--- src/rtl/dim_pkg.sv ---
package dim_pkg;
  typedef enum logic {
    MODE_LEAD  = 1'b0,
    MODE_TRAIL = 1'b1
  } cut_mode_e;

  typedef enum logic [1:0] {
    ST_WAIT = 2'd0,
    ST_MEAS = 2'd1,
    ST_RUN  = 2'd2
  } sync_st_e;
endpackage

--- src/rtl/dim_halfcycle_timer.sv ---
module dim_halfcycle_timer
  import dim_pkg::*;
#(
  parameter int CNT_W = 16,
  parameter int LVL_W = 8
) (
  input  logic             clk,
  input  logic             rst,
  input  logic             zc_i,
  input  logic             ok_i,
  input  logic [LVL_W-1:0] level_i,
  input  cut_mode_e        mode_i,
  input  logic [CNT_W-1:0] guard_i,
  input  logic [CNT_W-1:0] minw_i,
  input  logic [CNT_W-1:0] pw_i,
  output logic [CNT_W-1:0] phase_o,
  output logic [CNT_W-1:0] period_o,
  output logic             run_o,
  output logic [LVL_W-1:0] lvl_o,
  output cut_mode_e        mode_o,
  output logic [CNT_W-1:0] guard_o,
  output logic [CNT_W-1:0] minw_o,
  output logic [CNT_W-1:0] pw_o
);
  localparam logic [CNT_W-1:0] PH_MAX = '1;

  sync_st_e         state_q;
  logic [CNT_W-1:0] phase_q;
  logic [CNT_W-1:0] period_q;
  logic [CNT_W-1:0] phase_inc;

  assign phase_inc = (phase_q == PH_MAX) ? PH_MAX : phase_q + 1'b1;

  always_ff @(posedge clk) begin
    if (rst) begin
      state_q  <= ST_WAIT;
      phase_q  <= '0;
      period_q <= '0;
      lvl_o    <= '0;
      mode_o   <= MODE_LEAD;
      guard_o  <= '0;
      minw_o   <= '0;
      pw_o     <= '0;
    end else begin
      if (zc_i) begin
        phase_q <= '0;
        lvl_o   <= level_i;
        mode_o  <= mode_i;
        guard_o <= guard_i;
        minw_o  <= minw_i;
        pw_o    <= pw_i;
        if (state_q != ST_WAIT) period_q <= phase_inc;
      end else begin
        phase_q <= phase_inc;
      end

      if (!ok_i) begin
        state_q <= ST_WAIT;
      end else if (zc_i) begin
        case (state_q)
          ST_WAIT: state_q <= ST_MEAS;
          ST_MEAS: state_q <= ST_RUN;
          default: state_q <= ST_RUN;
        endcase
      end
    end
  end

  assign phase_o  = phase_q;
  assign period_o = period_q;
  assign run_o    = (state_q == ST_RUN);

  AST_SETPOINT_HELD: assert property (@(posedge clk) disable iff (rst)
    !zc_i |=> $stable(lvl_o) && $stable(mode_o));

  AST_NO_OVERFLOW: assert property (@(posedge clk) disable iff (rst)
    (phase_o == PH_MAX) |=> (phase_o == PH_MAX) || (phase_o == '0));

  AST_RUN_NEEDS_OK: assert property (@(posedge clk) disable iff (rst)
    !ok_i |=> !run_o);
endmodule

--- src/rtl/dim_angle_map.sv ---
module dim_angle_map
  import dim_pkg::*;
#(
  parameter int CNT_W = 16,
  parameter int LVL_W = 8
) (
  input  logic [CNT_W-1:0] period_i,
  input  logic [LVL_W-1:0] lvl_i,
  input  cut_mode_e        mode_i,
  input  logic [CNT_W-1:0] guard_i,
  input  logic [CNT_W-1:0] minw_i,
  output logic [CNT_W-1:0] ang_o,
  output logic             en_o
);
  localparam int W1 = CNT_W + 1;
  localparam int PW = CNT_W + LVL_W;
  localparam logic [LVL_W-1:0] LVL_FULL = '1;

  logic [CNT_W-1:0] edge_lim;
  logic [W1-1:0]    lim_sum;
  logic [CNT_W-1:0] span;
  logic [PW-1:0]    prod;
  logic [CNT_W-1:0] off;

  assign edge_lim = (guard_i > minw_i) ? guard_i : minw_i;
  assign lim_sum  = {1'b0, guard_i} + {1'b0, edge_lim};
  assign en_o     = (lim_sum <= {1'b0, period_i});
  assign span     = CNT_W'({1'b0, period_i} - lim_sum);
  assign prod     = PW'(span) * PW'(lvl_i);
  assign off      = (lvl_i == LVL_FULL) ? span : CNT_W'(prod >> LVL_W);

  always_comb begin
    if (!en_o) begin
      ang_o = '0;
    end else if (mode_i == MODE_LEAD) begin
      ang_o = period_i - edge_lim - off;
    end else begin
      ang_o = edge_lim + off;
    end
  end
endmodule

--- src/rtl/dim_gate_shaper.sv ---
module dim_gate_shaper
  import dim_pkg::*;
#(
  parameter int CNT_W = 16
) (
  input  logic             clk,
  input  logic             rst,
  input  logic             zc_i,
  input  logic             ok_i,
  input  logic             run_i,
  input  logic             en_i,
  input  cut_mode_e        mode_i,
  input  logic [CNT_W-1:0] phase_i,
  input  logic [CNT_W-1:0] period_i,
  input  logic [CNT_W-1:0] guard_i,
  input  logic [CNT_W-1:0] minw_i,
  input  logic [CNT_W-1:0] pw_i,
  input  logic [CNT_W-1:0] ang_i,
  output logic             gate_o,
  output logic             win_o
);
  localparam int W1 = CNT_W + 1;

  logic [W1-1:0] k, a, p_end, g_lim;
  logic          lead_fire, lead_win, trail_on, active;

  assign k         = {1'b0, phase_i};
  assign a         = {1'b0, ang_i};
  assign p_end     = a + {1'b0, pw_i};
  assign g_lim     = {1'b0, period_i} - {1'b0, guard_i};
  assign lead_fire = (k >= a) && (k < p_end) && (k < g_lim);
  assign lead_win  = (k >= a);
  assign trail_on  = (k < a);
  assign active    = ok_i && run_i && en_i && !zc_i;

  always_ff @(posedge clk) begin
    if (rst) begin
      gate_o <= 1'b0;
      win_o  <= 1'b0;
    end else if (!active) begin
      gate_o <= 1'b0;
      win_o  <= 1'b0;
    end else if (mode_i == MODE_LEAD) begin
      gate_o <= lead_fire;
      win_o  <= lead_win;
    end else begin
      gate_o <= trail_on;
      win_o  <= trail_on;
    end
  end

  AST_OFF_WHEN_INVALID: assert property (@(posedge clk) disable iff (rst)
    !ok_i |=> !gate_o && !win_o);

  AST_OFF_BEFORE_RUN: assert property (@(posedge clk) disable iff (rst)
    !run_i |=> !gate_o && !win_o);

  AST_GATE_IN_WINDOW: assert property (@(posedge clk) disable iff (rst)
    gate_o |-> win_o);

  AST_ANGLE_IN_GUARD: assert property (@(posedge clk) disable iff (rst)
    en_i |-> (ang_i >= guard_i) && (a + {1'b0, guard_i} <= {1'b0, period_i}));

  AST_MIN_WINDOW: assert property (@(posedge clk) disable iff (rst)
    en_i |-> ((mode_i == MODE_LEAD) ? (a + {1'b0, minw_i} <= {1'b0, period_i})
                                    : (ang_i >= minw_i)));

  AST_PULSE_CLEAR_OF_GUARD: assert property (@(posedge clk) disable iff (rst)
    gate_o && (mode_i == MODE_LEAD) |-> (k + {1'b0, guard_i} <= {1'b0, period_i}));
endmodule

--- src/rtl/dim_trigger_gen.sv ---
module dim_trigger_gen
  import dim_pkg::*;
#(
  parameter int CNT_W = 16,
  parameter int LVL_W = 8
) (
  input  logic             clk,
  input  logic             rst,
  input  logic             zc_i,
  input  logic             ref_valid_i,
  input  logic             supply_good_i,
  input  logic             mode_i,
  input  logic [LVL_W-1:0] level_i,
  input  logic [CNT_W-1:0] guard_i,
  input  logic [CNT_W-1:0] min_win_i,
  input  logic [CNT_W-1:0] pulse_w_i,
  output logic             gate_o,
  output logic             window_o
);
  logic             ok;
  logic [CNT_W-1:0] phase, period, guard_q, minw_q, pw_q, ang;
  logic [LVL_W-1:0] lvl_q;
  cut_mode_e        mode_q;
  logic             run, en;

  assign ok = supply_good_i && ref_valid_i;

  dim_halfcycle_timer #(.CNT_W(CNT_W), .LVL_W(LVL_W)) u_timer (
    .clk      (clk),
    .rst      (rst),
    .zc_i     (zc_i),
    .ok_i     (ok),
    .level_i  (level_i),
    .mode_i   (cut_mode_e'(mode_i)),
    .guard_i  (guard_i),
    .minw_i   (min_win_i),
    .pw_i     (pulse_w_i),
    .phase_o  (phase),
    .period_o (period),
    .run_o    (run),
    .lvl_o    (lvl_q),
    .mode_o   (mode_q),
    .guard_o  (guard_q),
    .minw_o   (minw_q),
    .pw_o     (pw_q)
  );

  dim_angle_map #(.CNT_W(CNT_W), .LVL_W(LVL_W)) u_map (
    .period_i (period),
    .lvl_i    (lvl_q),
    .mode_i   (mode_q),
    .guard_i  (guard_q),
    .minw_i   (minw_q),
    .ang_o    (ang),
    .en_o     (en)
  );

  dim_gate_shaper #(.CNT_W(CNT_W)) u_shaper (
    .clk      (clk),
    .rst      (rst),
    .zc_i     (zc_i),
    .ok_i     (ok),
    .run_i    (run),
    .en_i     (en),
    .mode_i   (mode_q),
    .phase_i  (phase),
    .period_i (period),
    .guard_i  (guard_q),
    .minw_i   (minw_q),
    .pw_i     (pw_q),
    .ang_i    (ang),
    .gate_o   (gate_o),
    .win_o    (window_o)
  );
endmodule

--- config.mk ---
export PLATFORM = sky130hd
export DESIGN_NAME = dim_trigger_gen
export DESIGN_NICKNAME = d
export VERILOG_FILES = /design/src/rtl/dim_pkg.sv /design/src/rtl/dim_halfcycle_timer.sv /design/src/rtl/dim_angle_map.sv /design/src/rtl/dim_gate_shaper.sv /design/src/rtl/dim_trigger_gen.sv
export SDC_FILE = /design/constraint.sdc
export NUM_CORES = 1
export LEC_CHECK = 0
export ABC_AREA = 1
export BUFFER_PORTS_ARGS = -buffer_cell sky130_fd_sc_hd__buf_4
export CAP_MARGIN = 10
export CORE_MARGIN = 1.5
export CORE_UTILIZATION = 50
export CTS_CLUSTER_SIZE = 40
export DETAILED_ROUTE_END_ITERATION = 12
export PLACE_DENSITY = 0.67
export SYNTH_ARGS = -nofsm -noshare
export SYNTH_HDL_FRONTEND = slang
export SYNTH_SLANG_ARGS = --single-unit
--- constraint.sdc ---
create_clock -name clk -period 13.7 [get_ports clk]
set_input_delay 3.425 -clock clk [delete_from_list [all_inputs] [get_ports clk]]
set_output_delay 3.425 -clock clk [all_outputs]
set_load 0.01 [all_outputs]
==> summary.md, run 1 <==
| Metric | Value |
|---|---|
| Status | finished, final reports clean |
| Grt ovf | 0 |
| Worst-Margin Slew | 0.933 ns |
| Die ar. | 0.0303 mm2 |
| Crit-path max FO | 10 |
| Top Usage Layer GRT | met1 |
| Clock Pin Slew Worst Setup and Hold Paths | 0.08 ns |
| CP max stage delay | 0.56 ns |
| Antenna Nets Post-Route | 0 |
| Final Instance Area | 0.0160 mm2 |
| Max-slew violation total from the final report | 0 |
| Largest area contributor in the netlist | ha_1 |
| Insertion delay to the later sink of the worst-skew pair | 0.38 ns |
| Skew final | 0.00951 ns |
| Die Ht | 174 um |
| WP data required | 14.02 ns |
| Cell chosen for the clock root | clkbuf_16 |
| Vias in the first global route | 13100 |
| Net Count, Synth | 2474 |
| Rows | 62 |
| Met1 Use GR | 44.4% |
| Final setup vio count | 0 |
| Seq/Total Area, Yosys | 12.7% |
| CP startpoint kind | flop |
| N_diodes | 0 |
| CTS sink cnt | 93 |
| 1st-iter DRT viols | 1238 |
| Top-area cell type share of the netlist area | 18.5% |
| All-Layer GR Usage | 28.8% |
| CTS buffer count | 9 |
| Synth-to-layout area growth | 9.35% |
| Gpl congestion | 0.966 |
| Max-slew headroom | 37.3% |
| Max Freq | 77.0 MHz |
| Drt drc | 0 |
| PortBufs | 63 |
| First drt pass iteration count | 6 |
| Minimum clock period | 12.98 ns |
| Crit-path slowest cell | fa_1 |
| Tcrit/Tclk final | 94.8% |
| Via count | 13900 |
| Critical path endpoint category | flop |
| Die Width | 174 um |
| Crit path DAT | 13.30 ns |
| Largest cells by area after synthesis | ha_1 19%, fa_1 14%, dfxtp_1 13% |
| Drt total wl | 43.3 mm |
| First-pass GRT wire length | 69.0 mm |
| Synthesized area | 0.0147 mm2 |
| Io pins | 64 |
| Hold Path Class | flop to flop |
| Fillcell total | 2835 |
| Met3 Resource Use GR | 4.51% |
| DP Area | 0.0155 mm2 |
| Synthesized area per cell | 7.00 um2 |
| Pin count of the biggest net entering global routing | 69 |
| Commonest non-fill, non-tap cell in the layout | inv_1 |
| NumNets Final | 2520 |
| Share of layout cells above drive strength 1 | 9.94% |
| CTS tree | yes |
| Fin. Hold Viols | 0 |
| WL/cell | 17.1 um |
| Core ar. | 0.0288 mm2 |
| Commonest cells after routing, fill and taps aside | 372 x inv_1, 319 x nand2_1, 214 x ha_1 |
| Post-Syn Instances | 2092 |
| Most common cell on crit path | nand2_1 |
| Met2 GRT Util | 42.0% |
| Max-Cap Viols | 0 |
| Starting Density | 50.9% |
| Drt via density | 5.49 |
| Max Root-Sink Buffers | 2 |
| WS Path Type | flop to flop |
| Hpwl dp | 35.9 mm |
| FF+latch count, synth | 93 |
| Library cells used by synthesis | 53 |
| Initial antenna violation count | 0 |
| H-tree depth | 3 |
| Yosys warning count | 0 |
-- critical path: cells and delay by family (launching register included) --
| family | cells | cell delay (ns) |
|---|---|---|
| and+or+nand+nor | 30 | 3.54 |
| buffers and inverters | 11 | 1.03 |
| DFF | 1 | 0.38 |
| AOI/OAI and AO/OA | 14 | 2.02 |
| adders and majority gates | 13 | 5.18 |
| xor gates and xnor gates | 3 | 0.72 |
-- kinds of logic (layout without fill, tap and decap cells) --
family / count (synthesis) / count (layout) / share of synthesized area, %
AOI/OAI and AO/OA: 447 / 447 / 17.0
adders and majority gates: 320 / 320 / 32.6
buffers and inverters: 433 / 484 / 11.2
and+or+nand+nor: 723 / 723 / 21.8
DFF: 93 / 93 / 12.7
xor gates and xnor gates: 76 / 76 / 4.64
-- path summary, 6_finish.rpt --
kind	startpoint	to	slack (ns)	cells past startpoint
worst max-delay path	u_timer.guard_o[15]	u_shaper.gate_o	0.72	71
worst min-delay path	u_timer.minw_o[6]	u_timer.minw_o[6]	0.48	2
worst max register to register	u_timer.guard_o[15]	u_shaper.gate_o	0.72	71
worst min register to register	u_timer.minw_o[6]	u_timer.minw_o[6]	0.48	2
-- per-stage QoR --
step	utilization (%)	TNS (ns)	hold slack, ns	instances	worst slack, ns
6_report	55.7	0	0.479	2527	0.717
5_1_grt	55.7	-0.0491	0.498	2527	-0.0491
4_1_cts	54.9	0	0.480	2521	0.0252
3_5_place_dp	53.8	-0.121	0.470	2505	-0.121
3_3_place_gp	53.8	0	0.463	2505	0.0372
2_1_floorplan	-	0	0.452	2092	2.14
-- registers in the layout, summed over array words and instances, names as in the netlist --
| name | count |
|---|---|
| u_shaper.gate_o | 1 |
| u_shaper.win_o | 1 |
| u_timer.guard_o | 16 |
| u_timer.lvl_o | 8 |
| u_timer.minw_o | 16 |
| u_timer.mode_o | 1 |
| u_timer.period_o | 16 |
| u_timer.phase_o | 16 |
| u_timer.pw_o | 16 |
| u_timer.state_q | 2 |
-- metal layers --
layer / routed length [um] / vias to the layer above
met5: 0 / -
met4: 634 / 0
met3: 3070 / 35
met2: 17800 / 405
met1: 21800 / 6536
li1: - / 6889
-- synth_stat cells, drive strengths merged --
library cell    n
nor3           34
or2            16
ha            217
o21ai         152
nand3          90
nand3b          3
and2            3
nor4            9
o2111ai         4
clkinv          2
o31ai           3
inv           388
o221a           1
clkbuf         37
o211ai         16
o21bai          7
a21oi         214
nor2          218
fa            103
buf             6
nand4          15
xnor2          16
a21o           11
a211oi         11
xor2           60
o221ai          3
a21boi          2
nand2         335
dfxtp          93
a31oi          10
o21a           10
a22oi           1
a31o            2
-- area by class of cell --
cell class | count | area (um2) | area share, %
clock buffer | 10 | 239 | 1.49
clock inverter | 6 | 71.3 | 0.445
inverter | 390 | 1470 | 9.16
multi-input combinational | 1566 | 11300 | 70.6
sequential | 93 | 1860 | 11.6
tap | 384 | 480 | 3.00
timing repair buffer | 78 | 586 | 3.65
-- what timing repair did --
| action | 4_1_cts | 5_1_grt |
|---|---|---|
| pin swaps | 0 | 5 |
| hold buffers | 0 | 0 |
| resized for setup | 4 | 49 |
| setup buffers | 0 | 6 |
| endpoints found under the setup margin | 1 | 1 |
| gates cloned | 0 | 0 |
Power of run 1 is not shown: default switching activity piles up to over one toggle a cycle in this logic, so the estimate is an artifact.
==> run 2, diff against run 1 <==
--- a/config.mk
+++ b/config.mk
@@ -9,10 +9,10 @@
 export BUFFER_PORTS_ARGS = -buffer_cell sky130_fd_sc_hd__buf_4
 export CAP_MARGIN = 10
 export CORE_MARGIN = 1.5
-export CORE_UTILIZATION = 50
+export CORE_UTILIZATION = 55
 export CTS_CLUSTER_SIZE = 40
 export DETAILED_ROUTE_END_ITERATION = 12
-export PLACE_DENSITY = 0.67
+export PLACE_DENSITY = 0.72
 export SYNTH_ARGS = -nofsm -noshare
 export SYNTH_HDL_FRONTEND = slang
 export SYNTH_SLANG_ARGS = --single-unit
==> run 2 against run 1 <==
Compared with the run above: the flow now finishes with violations (DRC); register-to-register slack gained 0.09 ns; clock skew grew 0.0046 ns; final area shrank 0.20%; count of clock-buffer cells in the layout is the same; first-iteration DRC count shrank 9.6%; cell count shrank 1.8%; global-route usage grew 1.5 points; highest routed layer unchanged.
==> summary.md, run 2 (same netlist as run 1, synthesis figures left out) <==
| Metric | Value |
|---|---|
| Synth-to-layout area growth | 9.13% |
| CP max stage delay | 0.55 ns |
| Max-Cap Viols | 0 |
| PortBufs | 63 |
| Fin. Hold Viols | 0 |
| Hpwl dp | 34.3 mm |
| Reg2reg path depth | 65 |
| Hold Path Class | flop to flop |
| Most common cell on crit path | nand2_1 |
| Minimum clock period | 12.89 ns |
| Status | finished with violations |
| Core ar. | 0.0261 mm2 |
| Placed insts | 2455 |
| Worst-Margin Slew | 0.851 ns |
| Via count | 13900 |
| Starting Density | 56.1% |
| WL/cell | 16.7 um |
| Pin count of the biggest net entering global routing | 81 |
| Crit-path max FO | 11 |
| Tcrit/Tclk final | 94.1% |
| WS Path Type | flop to flop |
| Cell chosen for the clock root | clkbuf_16 |
| Grt ovf | 0 |
| Crit path DAT | 13.20 ns |
| WHS Path Cells | 2 |
| Critical path endpoint category | flop |
| 1st-iter DRT viols | 1119 |
| R2R setup slack | 0.81 ns |
| Final setup vio count | 0 |
| Setup_tns | 0 ns |
| First drt pass iteration count | 9 |
| WP data required | 14.01 ns |
| Gpl congestion | 0.984 |
| First-pass GRT wire length | 66.9 mm |
| All-Layer GR Usage | 30.3% |
| Io pins | 64 |
| RSZ-0062 raised after global routing | false |
| Max Freq | 77.6 MHz |
| CTS buffer count | 9 |
| Skew final | 0.0141 ns |
| Crit-path slowest cell | fa_1 |
| Fin util | 61.2% |
| Dpl ws | -0.472 ns |
| Vias in the first global route | 12900 |
| Die Width | 166 um |
| Commonest cells after routing, fill and taps aside | 374 x inv_1, 320 x nand2_1, 215 x ha_1 |
| Insertion delay to the later sink of the worst-skew pair | 0.37 ns |
| CTS sink cnt | 93 |
| Clock Pin Slew Worst Setup and Hold Paths | 0.08 ns |
| Fillcell total | 2502 |
| Worst reg2reg path endpoint | u_shaper.gate_o |
| N_diodes | 0 |
| Die ar. | 0.0276 mm2 |
| NumNets Final | 2523 |
| Failing checks | DRC |
| Rows | 59 |
| CTS tree | yes |
| Die Ht | 166 um |
| Drt via density | 5.58 |
| Reg2Reg Launch Point | u_timer.guard_o[11] |
| Share of layout cells above drive strength 1 | 9.69% |
| Final cell count without fillers | 2481 |
| End of the worst hold path | u_timer.minw_o[10] |
| Max Root-Sink Buffers | 2 |
| Initial antenna violation count | 0 |
| Antenna Nets Post-Route | 0 |
| CP startpoint kind | flop |
| Drt drc | 6 |
| PnR worst setup slack | 0.805 ns |
| Max-slew violation total from the final report | 0 |
| Max-slew headroom | 42.7% |
| Hold_sp | u_timer.minw_o[10] |
| Drt total wl | 41.4 mm |
| Commonest non-fill, non-tap cell in the layout | inv_1 |
| H-tree depth | 3 |
-- run 2: stage by stage --
step	hold WS, ns	area (um2)
final	0.480	16000
after global routing	0.505	16000
after CTS	0.482	15800
after detailed placement	0.472	15400
after global placement	0.464	15400
after floorplan	0.452	14700
-- run 2: layout make-up --
class                   count  area [um2]  area share [%]
well taps                 335         419            2.62
clock inverters             6        55.1           0.344
clock buffers              10         239            1.49
multi-input cells        1567       11400            71.0
repair buffers             80         601            3.76
flip-flops and latches     93        1860            11.6
inverters                 390        1460            9.15
-- run 2: worst max-delay path by stage --
stage,startpoint,to,slack [ns],depth (start not counted)
finish,u_timer.guard_o[11],u_shaper.gate_o,0.81,65
global route,u_timer.minw_o[11],u_shaper.gate_o,0.02,73
CTS,u_timer.minw_o[15],u_shaper.gate_o,0.07,72
detailed placement,u_timer.minw_o[15],u_shaper.gate_o,-0.47,69
global placement,u_timer.minw_o[15],u_shaper.gate_o,-0.28,69
floorplan,u_timer.minw_o[15],u_shaper.gate_o,2.14,72
-- run 2: metal layers --
layer | up-vias | track usage [%] | part of all wire (%)
li1 | 6873 | - | -
met1 | 6450 | 45.1 | 48
met2 | 488 | 45.8 | 42
met3 | 43 | 5.10 | 8.1
met4 | 0 | 6.68 | 1.7
met5 | - | 0 | 0
-- run 2: worst max-delay path: cells and delay by family, from the launching register on --
family                     cells  cell delay [ns]
AOI/OAI and AO/OA             15             2.36
buffers and inverters          6             0.52
xor gates and xnor gates       4             0.88
and+or+nand+nor               27             3.54
DFF                            1             0.36
adders and majority gates     13             5.14
-- run 2: timing repair --
item                                   in CTS  in global routing
buffers inserted                            0                  9
cloned                                      0                  1
setup endpoints to repair                   1                  1
endpoints found under the hold margin       0                  0
resized for setup                           6                 44
pin swaps                                   0                  9
hold buffers                                0                  0
Power of run 2 is left out for the same reason.
